--- src/rtl/snoop_pkg.sv ---
package snoop_pkg;
   localparam int BYTE_W = 8;

   typedef enum logic [1:0] {
      FILT_ANY  = 2'd0,
      FILT_LOW  = 2'd1,
      FILT_HIGH = 2'd2
   } filt_e;

   localparam logic [7:0] CMD_ANY   = 8'h0D;
   localparam logic [7:0] CMD_LOW   = 8'h0E;
   localparam logic [7:0] CMD_HIGH  = 8'h0F;

   localparam logic [7:0] TOK_OPEN  = 8'h5B;
   localparam logic [7:0] TOK_CLOSE = 8'h5D;
   localparam logic [7:0] TOK_ESC   = 8'h5C;
   localparam logic [7:0] TOK_LPAR  = 8'h28;
   localparam logic [7:0] TOK_RPAR  = 8'h29;
   localparam logic [7:0] TOK_ACK   = 8'h01;

   function automatic logic cmd_ok(input logic [7:0] c);
      return (c == CMD_ANY) || (c == CMD_LOW) || (c == CMD_HIGH);
   endfunction

   function automatic filt_e cmd_filt(input logic [7:0] c);
      case (c)
         CMD_LOW:  return FILT_LOW;
         CMD_HIGH: return FILT_HIGH;
         default:  return FILT_ANY;
      endcase
   endfunction
endpackage

--- src/rtl/snoop_sync.sv ---
module snoop_sync #(
   parameter int         W       = 4,
   parameter int         STAGES  = 2,
   parameter logic [W-1:0] RST_VAL = '0
) (
   input  logic         clk,
   input  logic         rst_n,
   input  logic [W-1:0] d,
   output logic [W-1:0] q
);
   if (STAGES < 2) begin : g_bad_stages
      $error("snoop_sync: STAGES must be at least 2");
   end

   logic [W-1:0] stage_q [STAGES];

   for (genvar i = 0; i < STAGES; i++) begin : g_stage
      always_ff @(posedge clk or negedge rst_n) begin
         if (!rst_n) stage_q[i] <= RST_VAL;
         else if (i == 0) stage_q[i] <= d;
         else stage_q[i] <= stage_q[(i == 0) ? 0 : i-1];
      end
   end

   assign q = stage_q[STAGES-1];
endmodule

--- src/rtl/snoop_capture.sv ---
module snoop_capture #(
   parameter int DATA_W = 8
) (
   input  logic              clk,
   input  logic              rst_n,
   input  logic              clr,
   input  logic              en,
   input  logic              sck,
   input  logic              mosi,
   input  logic              miso,
   input  logic              cpol,
   input  logic              cke,
   input  logic              smp,
   output logic              done,
   output logic [DATA_W-1:0] mosi_byte,
   output logic [DATA_W-1:0] miso_byte
);
   localparam int CNT_W = $clog2(DATA_W + 1);
   localparam logic [CNT_W-1:0] FULL = CNT_W'(DATA_W);

   logic              sck_d;
   logic [CNT_W-1:0]  mo_cnt, mi_cnt;
   logic [DATA_W-1:0] mo_sh, mi_sh;
   logic rise, fall, lead, trail, cap_e, miso_e, both_full;

   assign rise      = sck & ~sck_d;
   assign fall      = ~sck & sck_d;
   assign lead      = cpol ? fall : rise;
   assign trail     = cpol ? rise : fall;
   assign cap_e     = cke ? lead : trail;
   assign miso_e    = smp ? (cke ? trail : lead) : cap_e;
   assign both_full = (mo_cnt == FULL) && (mi_cnt == FULL);

   always_ff @(posedge clk or negedge rst_n) begin
      if (!rst_n) begin
         sck_d     <= 1'b0;
         mo_cnt    <= '0;
         mi_cnt    <= '0;
         mo_sh     <= '0;
         mi_sh     <= '0;
         done      <= 1'b0;
         mosi_byte <= '0;
         miso_byte <= '0;
      end else begin
         sck_d <= sck;
         done  <= 1'b0;
         if (clr) begin
            mo_cnt <= '0;
            mi_cnt <= '0;
         end else if (both_full) begin
            done      <= 1'b1;
            mosi_byte <= mo_sh;
            miso_byte <= mi_sh;
            mo_cnt    <= '0;
            mi_cnt    <= '0;
         end else if (en) begin
            if (cap_e && mo_cnt != FULL) begin
               mo_sh  <= {mo_sh[DATA_W-2:0], mosi};
               mo_cnt <= mo_cnt + 1'b1;
            end
            if (miso_e && mi_cnt != FULL) begin
               mi_sh  <= {mi_sh[DATA_W-2:0], miso};
               mi_cnt <= mi_cnt + 1'b1;
            end
         end
      end
   end
endmodule

--- src/rtl/snoop_fifo.sv ---
module snoop_fifo #(
   parameter int W     = 8,
   parameter int DEPTH = 16
) (
   input  logic         clk,
   input  logic         rst_n,
   input  logic         push,
   input  logic [W-1:0] din,
   output logic         full,
   input  logic         pop,
   output logic         valid,
   output logic [W-1:0] dout
);
   localparam int ADDR_W = $clog2(DEPTH);
   localparam int CNT_W  = ADDR_W + 1;

   if (DEPTH < 2 || (1 << ADDR_W) != DEPTH) begin : g_bad_depth
      $error("snoop_fifo: DEPTH must be a power of two, 2 or more");
   end

   logic [W-1:0]      mem [DEPTH];
   logic [ADDR_W-1:0] wr_ptr, rd_ptr;
   logic [CNT_W-1:0]  count;
   logic do_wr, do_rd;

   assign full  = (count == CNT_W'(DEPTH));
   assign valid = (count != '0);
   assign dout  = mem[rd_ptr];
   assign do_wr = push && !full;
   assign do_rd = pop && valid;

   always_ff @(posedge clk) begin
      if (do_wr) mem[wr_ptr] <= din;
   end

   always_ff @(posedge clk or negedge rst_n) begin
      if (!rst_n) begin
         wr_ptr <= '0;
         rd_ptr <= '0;
         count  <= '0;
      end else begin
         if (do_wr) wr_ptr <= wr_ptr + 1'b1;
         if (do_rd) rd_ptr <= rd_ptr + 1'b1;
         count <= count + CNT_W'(do_wr) - CNT_W'(do_rd);
      end
   end
endmodule

--- src/rtl/spi_snoop_encoder.sv ---
module spi_snoop_encoder #(
   parameter int FIFO_DEPTH  = 16,
   parameter int SYNC_STAGES = 2
) (
   input  logic       clk,
   input  logic       rst_n,
   input  logic       sck_i,
   input  logic       cs_n_i,
   input  logic       mosi_i,
   input  logic       miso_i,
   input  logic       cpol_i,
   input  logic       cke_i,
   input  logic       smp_i,
   input  logic       arm_i,
   input  logic [7:0] arm_cmd_i,
   input  logic       host_rx_valid_i,
   output logic       tok_valid_o,
   output logic [7:0] tok_data_o,
   input  logic       tok_ready_i,
   output logic       ovf_o
);
   import snoop_pkg::*;

   localparam int SEQ_LEN = 5;
   localparam int IDX_W   = $clog2(SEQ_LEN);

   if (FIFO_DEPTH < 8) begin : g_bad_fifo
      $error("spi_snoop_encoder: FIFO_DEPTH must hold at least one byte event");
   end

   logic [3:0] pins_s;
   logic sck_s, cs_s, mosi_s, miso_s, cs_d;
   logic cs_fall, cs_rise, arm_ok, end_req, pass;
   logic active_q;
   filt_e filt_q;
   logic cap_done;
   logic [BYTE_W-1:0] cap_mosi, cap_miso, buf_mosi, buf_miso;
   logic pend_open_q, pend_close_q, pend_byte_q, pend_ack_q;
   logic busy_q;
   logic [IDX_W-1:0] idx_q, last_q;
   logic [7:0] seq_q [SEQ_LEN];
   logic fifo_push, fifo_full;
   logic [7:0] fifo_din;
   logic ovf_q;

   snoop_sync #(.W(4), .STAGES(SYNC_STAGES), .RST_VAL(4'b0100)) u_sync (
      .clk(clk), .rst_n(rst_n),
      .d({sck_i, cs_n_i, mosi_i, miso_i}),
      .q(pins_s)
   );
   assign {sck_s, cs_s, mosi_s, miso_s} = pins_s;

   assign cs_fall = ~cs_s & cs_d;
   assign cs_rise = cs_s & ~cs_d;
   assign arm_ok  = arm_i && !active_q && cmd_ok(arm_cmd_i);
   assign end_req = host_rx_valid_i && active_q;

   always_comb begin
      unique case (filt_q)
         FILT_LOW:  pass = ~cs_s;
         FILT_HIGH: pass = cs_s;
         default:   pass = 1'b1;
      endcase
   end

   snoop_capture #(.DATA_W(BYTE_W)) u_cap (
      .clk(clk), .rst_n(rst_n),
      .clr(arm_ok | cs_fall | cs_rise),
      .en(active_q & pass),
      .sck(sck_s), .mosi(mosi_s), .miso(miso_s),
      .cpol(cpol_i), .cke(cke_i), .smp(smp_i),
      .done(cap_done), .mosi_byte(cap_mosi), .miso_byte(cap_miso)
   );

   // session state and pending events
   always_ff @(posedge clk or negedge rst_n) begin
      if (!rst_n) begin
         cs_d         <= 1'b1;
         active_q     <= 1'b0;
         filt_q       <= FILT_ANY;
         pend_open_q  <= 1'b0;
         pend_close_q <= 1'b0;
         pend_byte_q  <= 1'b0;
         pend_ack_q   <= 1'b0;
         buf_mosi     <= '0;
         buf_miso     <= '0;
      end else begin
         cs_d <= cs_s;
         if (arm_ok) begin
            active_q <= 1'b1;
            filt_q   <= cmd_filt(arm_cmd_i);
         end else if (end_req) begin
            active_q <= 1'b0;
         end
         // the serializer takes one pending event per idle cycle
         if (!busy_q) begin
            if (pend_byte_q)       pend_byte_q  <= 1'b0;
            else if (pend_close_q) pend_close_q <= 1'b0;
            else if (pend_open_q)  pend_open_q  <= 1'b0;
            else if (pend_ack_q)   pend_ack_q   <= 1'b0;
         end
         if (active_q && cs_fall) pend_open_q  <= 1'b1;
         if (active_q && cs_rise) pend_close_q <= 1'b1;
         if (end_req)             pend_ack_q   <= 1'b1;
         if (cap_done) begin
            pend_byte_q <= 1'b1;
            buf_mosi    <= cap_mosi;
            buf_miso    <= cap_miso;
         end
      end
   end

   // token serializer
   always_ff @(posedge clk or negedge rst_n) begin
      if (!rst_n) begin
         busy_q <= 1'b0;
         idx_q  <= '0;
         last_q <= '0;
         for (int i = 0; i < SEQ_LEN; i++) seq_q[i] <= '0;
      end else if (busy_q) begin
         idx_q <= idx_q + 1'b1;
         if (idx_q == last_q) busy_q <= 1'b0;
      end else begin
         idx_q <= '0;
         if (pend_byte_q) begin
            busy_q   <= 1'b1;
            last_q   <= IDX_W'(SEQ_LEN - 1);
            seq_q[0] <= TOK_ESC;
            seq_q[1] <= buf_mosi;
            seq_q[2] <= TOK_LPAR;
            seq_q[3] <= buf_miso;
            seq_q[4] <= TOK_RPAR;
         end else if (pend_close_q || pend_open_q || pend_ack_q) begin
            busy_q   <= 1'b1;
            last_q   <= '0;
            seq_q[0] <= pend_close_q ? TOK_CLOSE : (pend_open_q ? TOK_OPEN : TOK_ACK);
         end
      end
   end

   assign fifo_push = busy_q;
   assign fifo_din  = seq_q[idx_q];

   snoop_fifo #(.W(8), .DEPTH(FIFO_DEPTH)) u_fifo (
      .clk(clk), .rst_n(rst_n),
      .push(fifo_push), .din(fifo_din), .full(fifo_full),
      .pop(tok_ready_i), .valid(tok_valid_o), .dout(tok_data_o)
   );

   always_ff @(posedge clk or negedge rst_n) begin
      if (!rst_n)                      ovf_q <= 1'b0;
      else if (arm_ok)                 ovf_q <= 1'b0;
      else if (fifo_push && fifo_full) ovf_q <= 1'b1;
   end
   assign ovf_o = ovf_q;
endmodule

--- config.mk ---
export PLATFORM = sky130hd
export DESIGN_NAME = spi_snoop_encoder
export DESIGN_NICKNAME = d
export VERILOG_FILES = /design/src/rtl/snoop_pkg.sv /design/src/rtl/snoop_sync.sv /design/src/rtl/snoop_capture.sv /design/src/rtl/snoop_fifo.sv /design/src/rtl/spi_snoop_encoder.sv
export SDC_FILE = /design/constraint.sdc
export NUM_CORES = 1
export LEC_CHECK = 0
export ABC_AREA = 0
export BUFFER_PORTS_ARGS = -buffer_cell sky130_fd_sc_hd__buf_2
export CAP_MARGIN = 20
export CORE_MARGIN = 4
export CORE_UTILIZATION = 55
export CTS_BUF_LIST = sky130_fd_sc_hd__clkbuf_2
export CTS_CLUSTER_DIAMETER = 40
export DETAILED_ROUTE_END_ITERATION = 6
export GPL_TIMING_DRIVEN = 0
export PLACE_DENSITY = 0.72
export SETUP_SLACK_MARGIN = 0.02
export SYNTH_ARGS = -nofsm -noshare
export SYNTH_HDL_FRONTEND = slang
export SYNTH_HIERARCHICAL = 1
export SYNTH_SLANG_ARGS = --single-unit
--- constraint.sdc ---
create_clock -name clk -period 5.65 [get_ports clk]
set_clock_uncertainty 0.1 [all_clocks]
set_input_delay 0.565 -clock clk [delete_from_list [all_inputs] [get_ports clk]]
set_output_delay 0.565 -clock clk [all_outputs]
set_load 0.1 [all_outputs]
==> results.cfg, run 1 <==
[worst_setup_path]
timing_worst_setup_path_type = reg -> out
path_common_cell = buf_2
crit_path_start_kind = register
cp.arrival_ps = 3240
slowest_stage = a221oi_1
cp.required_ps = 4990
critPathMaxStageDelay_ps = 660
crit_chain = buf_4 > nor2b_1 > clkbuf_1 > buf_2 > a221oi_1 > a22oi_1 > nand2_1 > buf_2
setup.worst_path.end_class = output port
critical_path_peak_fanout = 10

[final_layout]
fillers = 1332
multi_input_area_sq_um = 3216
diodes = 0
nets = 801
area_growth_pct = 11.47
drive_gt1_frac = 0.3304
fin_util = 0.6279
regArea_sq_um = 6700
stdcell_area_sq_um = 11390
layout.cells.non_filler = 1031

[route]
drtIter0Drc = 346
vias = 5803
drc = 0
wl_mm = 19.21
drtAntennaViolNets = 0
firstDrtPassIters = 4
vias_per_cell = 5.629
routedWlPerCell_um = 18.63

[clock_network]
clock_sinks = 242
clock_path_buffers = 3
ctsRootBufferMaster = clkbuf_2
numCtsBuffers = 58
cts.htree.levels = 2
worstSkewPairLatency_ps = 850
cts_tree = done
clkTransAtPathRegs_ps = 100

[global_route]
grt_pass1_vias = 6167
grt_pass1_wl_mm = 31.43
grt_max_degree = 61
track_usage = 0.1934
grt.overflow.total = 0
antenna_found_initial = 0

[sta]
rsz0062_at_grt = false
fin_crit_ps = 3905
postLayoutSetupSlackWorst_ps = 1745
worstMarginPinSlew_ps = 1026
setup_viol = 0
slew_violations = 0
fin_crit_sh = 0.6912
relSlewSlack = 0.3105
setup_tns_ps = 0
max_freq_mhz = 256.1
hold_violations = 0

[yosys]
synth_area_leaders = edfxtp_1, dfrtp_1, mux2_2
syn_area_per_cell_sq_um = 15.68
synth_top_area_share = 0.3760
synth_top_cell_by_area = edfxtp_1
synth_edf_count = 128
synth_seq_area_share = 0.6554
synth_cell_types = 67
ys_ff_latch = 242
synthFlopType = edfxtp_1
yosys_warnings = 6
async_flop_share = 0.4711
synth_nets = 692
synth_area_sq_um = 10220
synthTopCellsByCount = edfxtp_1, dfrtp_1, mux2_2
synthCells = 652
synth.most_common_cell = edfxtp_1

[pwr]
max-vdd-ir-drop_mv = 0.3701
p_per_area_nw_per_um2 = 435.4
leakage_uw = 0.004827

[floorplanning]
die-area_sq_um = 20830
die_h_um = 144.3
rows = 49
start_util = 0.5633
core_area_sq_um = 18150
die_w_um = 144.3
ios = 30

[place]
port_buffers = 29
placed_area_sq_um = 10750
gp_congestion = 0.8173
dp_slack_ps = 2632
dpl.hpwl_mm = 12.99
dp.cells = 915

[hold_path]
hold_class = in -> reg

[flow_run]
drv_cap = 0

[status]
outcome = finished clean
==> registers in the layout, indices dropped and copies added (netlist names), 5 cells and up <==
name,count
u_cap/mosi_byte,8
u_fifo/mem,128
seq_q,21
u_cap/mo_sh,8
u_fifo/count,5
buf_miso,8
u_cap/miso_byte,8
u_cap/mi_sh,8
buf_mosi,8
==> metal layers <==
layer | vias to the layer above | share of wire | GRT usage
li1 | 2695 | - | -
met1 | 2946 | 0.42 | 0.2405
met2 | 130 | 0.51 | 0.3358
met3 | 32 | 0.044 | 0.03836
met4 | 0 | 0.024 | 0.07364
met5 | - | 0 | 0
==> report_power, final <==
part,switching (uW),internal (uW),total (uW)
logic,1230,557,1790
registers,60.0,2060,2120
clock network,647,403,1050
==> through the flow <==
step	hold slack, ps	total power, uW
final	95.46	4962
after global routing	70.70	5244
after CTS	23.27	4998
after detailed placement	235.7	3931
after global placement	238.4	3832
after floorplan	169.4	3489
==> placed cells by master (no fill, tap or decap), types with 10 or more instances in the layout <==
cell / instances
mux2_4: 10
clkinv_1: 11
mux2_2: 59
edfxtp_1: 128
nand2_1: 25
buf_4: 13
dfrtp_1: 111
nor2_1: 13
o21ai_0: 19
xnor2_1: 11
clkbuf_2: 86
nand3_1: 12
mux2i_1: 37
ha_1: 19
and2_1: 11
mux4_2: 17
dlygate4sd3_1: 11
inv_1: 31
a21oi_1: 12
buf_2: 39
a221oi_1: 16
==> final cells by class <==
cell class                 instances  area share
buffer                            33     0.01856
clock buffer                      85     0.03733
clock inverter                    16    0.006259
inverter                          32     0.01054
sequential                       242      0.5880
tap                              229     0.02515
multi-input combinational        345      0.2822
timing repair buffer              49     0.03195
==> critical path: cells and delay by family, from the launching register on <==
family | cells | cell delay [ps]
compound gates | 2 | 800
buf+inv | 4 | 1050
flops | 1 | 360
simple gates | 2 | 180
==> cell families (layout without fill, tap and decap cells) <==
kind of cell    count (synthesis)  in the layout  synth area share
xor+xnor                       15             15           0.01432
simple gates                  104            104           0.06108
fa+ha+maj                      20             20           0.02521
compound gates                 82             82           0.05594
buf+inv                        65            215           0.03243
mux                           124            124            0.1556
flops                         242            242            0.6554
==> path summary, 6_finish.rpt <==
path / from / end / slack (ps) / cells past startpoint
worst max-delay path: u_fifo/rd_ptr[1] / tok_data_o[1] / 1740 / 8
worst min register to register: u_sync/stage_q[7] / u_sync/q[3] / 260 / 0
worst min-delay path: arm_cmd_i[0] / filt_q[1] / 100 / 3
min in group asynchronous: rst_n / filt_q[0] / 240 / 2
max in group asynchronous: rst_n / buf_miso[7] / 4420 / 3
worst max register to register: u_fifo/count[3] / u_fifo/count[4] / 2710 / 14
==> what timing repair did <==
| action | 4_1_cts | 5_1_grt |
|---|---|---|
| resized for setup | 0 | 0 |
| endpoints found under the hold margin | 65 | 0 |
| hold buffers | 11 | 0 |
| buffers inserted | 0 | 0 |
Note: power is estimated with default switching activity, not from simulation.
==> run 2, diff against run 1 <==
Settings changed: ABC_AREA 0 to 1, PLACE_DENSITY 0.72 to 0.74.
Clock period 5.65 ns to 3.3 ns, I/O delays scaled along.
==> run 2 against run 1 <==
Against the previous run: routed wire length rose by 18%; combinational power rose by 77%; largest power group unchanged; synthesized cell count rose by 70%; non-clock buffer count rose by 17.
==> results.cfg, run 2 <==
[final_layout]
layout_commonest_cell = nand2_1
nets = 1272
drive_gt1_frac = 0.1450
area_growth_pct = 13.32
reg_top3 = u_fifo/mem x128, seq_q x21
top_register = u_fifo/mem
mostFrequentLayoutCells = nand2_1, edfxtp_1, inv_1
fin_util = 0.6395
largest_reg_flops = 128
fillers = 1546

[pwr]
internal_power_uw = 4961
pwr-share-seq = 0.406
p_per_area_nw_per_um2 = 709.9
pwr-share-comb = 0.370
max-vdd-ir-drop_mv = 0.3426
p_switching_uw = 3587
leakage_uw = 0.005671
swShare = 0.4196
power_frac_clock = 0.223
p_total_uw = 8548

[floorplanning]
rows = 50
start_util = 0.5643
die-area_sq_um = 21610
core_area_sq_um = 18830
ios = 30
die_h_um = 147
die_w_um = 147

[worst_setup_path]
timing_worst_setup_path_type = in -> reg
reg2reg_slack_ps = 780
cp.arrival_ps = 3780
setup.worst_path.end_class = register
cp.required_ps = 3940
crit_path_start_kind = input port
critical_path_peak_fanout = 3

[clock_network]
ctsRootBufferMaster = clkbuf_2
clkTransAtPathRegs_ps = 100
clock_sinks = 242
worstSkewPairLatency_ps = 820
numCtsBuffers = 60
cts.htree.levels = 2
clock_path_buffers = 3
cts_tree = done

[sta]
relSlewSlack = 0.4015
max_freq_mhz = 318.5
hold_violations = 0
setup_tns_ps = 0
worstMarginPinSlew_ps = 894.4
fin_crit_sh = 0.9513
rsz0062_at_grt = false
setup_viol = 0
fin_crit_ps = 3139
slew_violations = 0

[yosys]
synth_seq_area_share = 0.6305
synth_cell_types = 32
synth_nets = 1149
synth_top_cell_by_area = edfxtp_1
synth_top_area_share = 0.3617
synth.most_common_cell = nand2_1
synth_area_sq_um = 10630
syn_area_per_cell_sq_um = 9.582
synth_area_leaders = edfxtp_1, dfrtp_1, nand2_1
yosys_warnings = 6
synthCells = 1109
ys_ff_latch = 242
async_flop_share = 0.4711
synth_edf_count = 128
synthFlopType = edfxtp_1
synthTopCellsByCount = nand2_1, edfxtp_1, inv_1

[route]
vias_per_cell = 4.940
drtIter0Drc = 533
routedWlPerCell_um = 14.69
drc = 0
wl_mm = 22.58
vias = 7593
firstDrtPassIters = 5
drtAntennaViolNets = 0

[place]
gp_congestion = 0.8281
dpl.hpwl_mm = 15.12
port_buffers = 29

[flow_run]
drv_cap = 0

[global_route]
antenna_found_initial = 1
grt_pass1_wl_mm = 37.31
grt_pass1_vias = 7622
grt_max_degree = 106
track_usage = 0.2158
grt.overflow.total = 0

[hold_path]
hold_class = in -> reg

[status]
outcome = finished clean
==> run 2: changes by cell type after synthesis, moves of 17 or more <==
cell	previous run	this run
nand2_1	25	393
inv_1	31	127
nand3_1	12	82
nor2_1	13	83
mux2_2	59	0
mux2i_1	37	0
o21ai_0	19	41
o21ai_1	1	19
mux4_2	17	0
==> run 2: final timing paths <==
path                                     to              start  cells after the start
hold / removal              u_cap/mi_cnt[1]       arm_cmd_i[6]                      7
min in group asynchronous         seq_q[26]              rst_n                      4
hold reg to reg                 u_sync/q[0]  u_sync/stage_q[4]                      0
max in group asynchronous          idx_q[0]              rst_n                      4
setup / recovery                  filt_q[1]       arm_cmd_i[7]                     11
setup reg to reg           u_fifo/mem[5][6]    u_fifo/count[2]                      7
==> run 2: power groups by stage <==
| stage | Combinational [uW] | Clock, uW | Sequential (uW) |
|---|---|---|---|
| final | 3170 | 1910 | 3470 |
| after global routing | 3440 | 2130 | 3480 |
| after CTS | 3110 | 1980 | 3470 |
| after detailed placement | 3070 | 0 | 3540 |
| after global placement | 3000 | 0 | 3530 |
| after floorplan | 2310 | 0 | 3520 |
==> run 2: cell type report <==
class	instances	area (sq um)	area share
well taps	260	325.3	0.02702
plain buffers	38	241.5	0.02005
repair buffers	61	510.5	0.04239
multi-input cells	692	3209	0.2665
clock inverters	21	112.6	0.009352
diodes	1	2.502	0.0002078
flip-flops and latches	242	6700	0.5564
inverters	137	514.2	0.04271
clock buffers	85	425.4	0.03533
==> run 2: repair_timing <==
| item | CTS | global route |
|---|---|---|
| endpoints found under the hold margin | 141 | 0 |
| hold buffers | 30 | 0 |
| buffers inserted | 0 | 0 |
| resized for setup | 0 | 8 |
| setup endpoints to repair | 0 | 8 |
==> run 2: metrics by stage <==
step,cells,hold WS (ps),setup slack (ps),instance area (sq um)
after floorplan,1109,-65.59,-78.76,10660
after global placement,1398,232.8,-212.4,11130
after detailed placement,1400,60.29,806.5,11180
after CTS,1536,63.08,66.16,12020
after global routing,1537,182.6,20.41,12040
final,1537,163.7,160.8,12040
==> run 2: critical path, stage by stage <==
cell           delay (ps)
dlygate4sd3_1         530
buf_2                 120
nor2_1                120
dlygate4sd3_1         580
nand2_1                40
dlygate4sd3_1         540
nor2_1                210
nand3_1               110
dlygate4sd3_1         580
nand2_1                70
dlygate4sd3_1         540
==> run 2: metal layers <==
layer  vias up  track usage  share of wire
met5         -            0              0
met4         0      0.08248          0.029
met3        53      0.03825          0.052
met2       197       0.3782           0.50
met1      3521       0.2685           0.41
li1       3822            -              -
==> run 2: kinds of logic after synthesis <==
| family | after synthesis | share of synthesized area |
|---|---|---|
| xor gates and xnor gates | 14 | 0.01154 |
| AOI/OAI and AO/OA | 74 | 0.03744 |
| and+or+nand+nor | 584 | 0.2251 |
| DFF | 242 | 0.6305 |
| adders and majority gates | 20 | 0.02426 |
| buffers and inverters | 175 | 0.07112 |
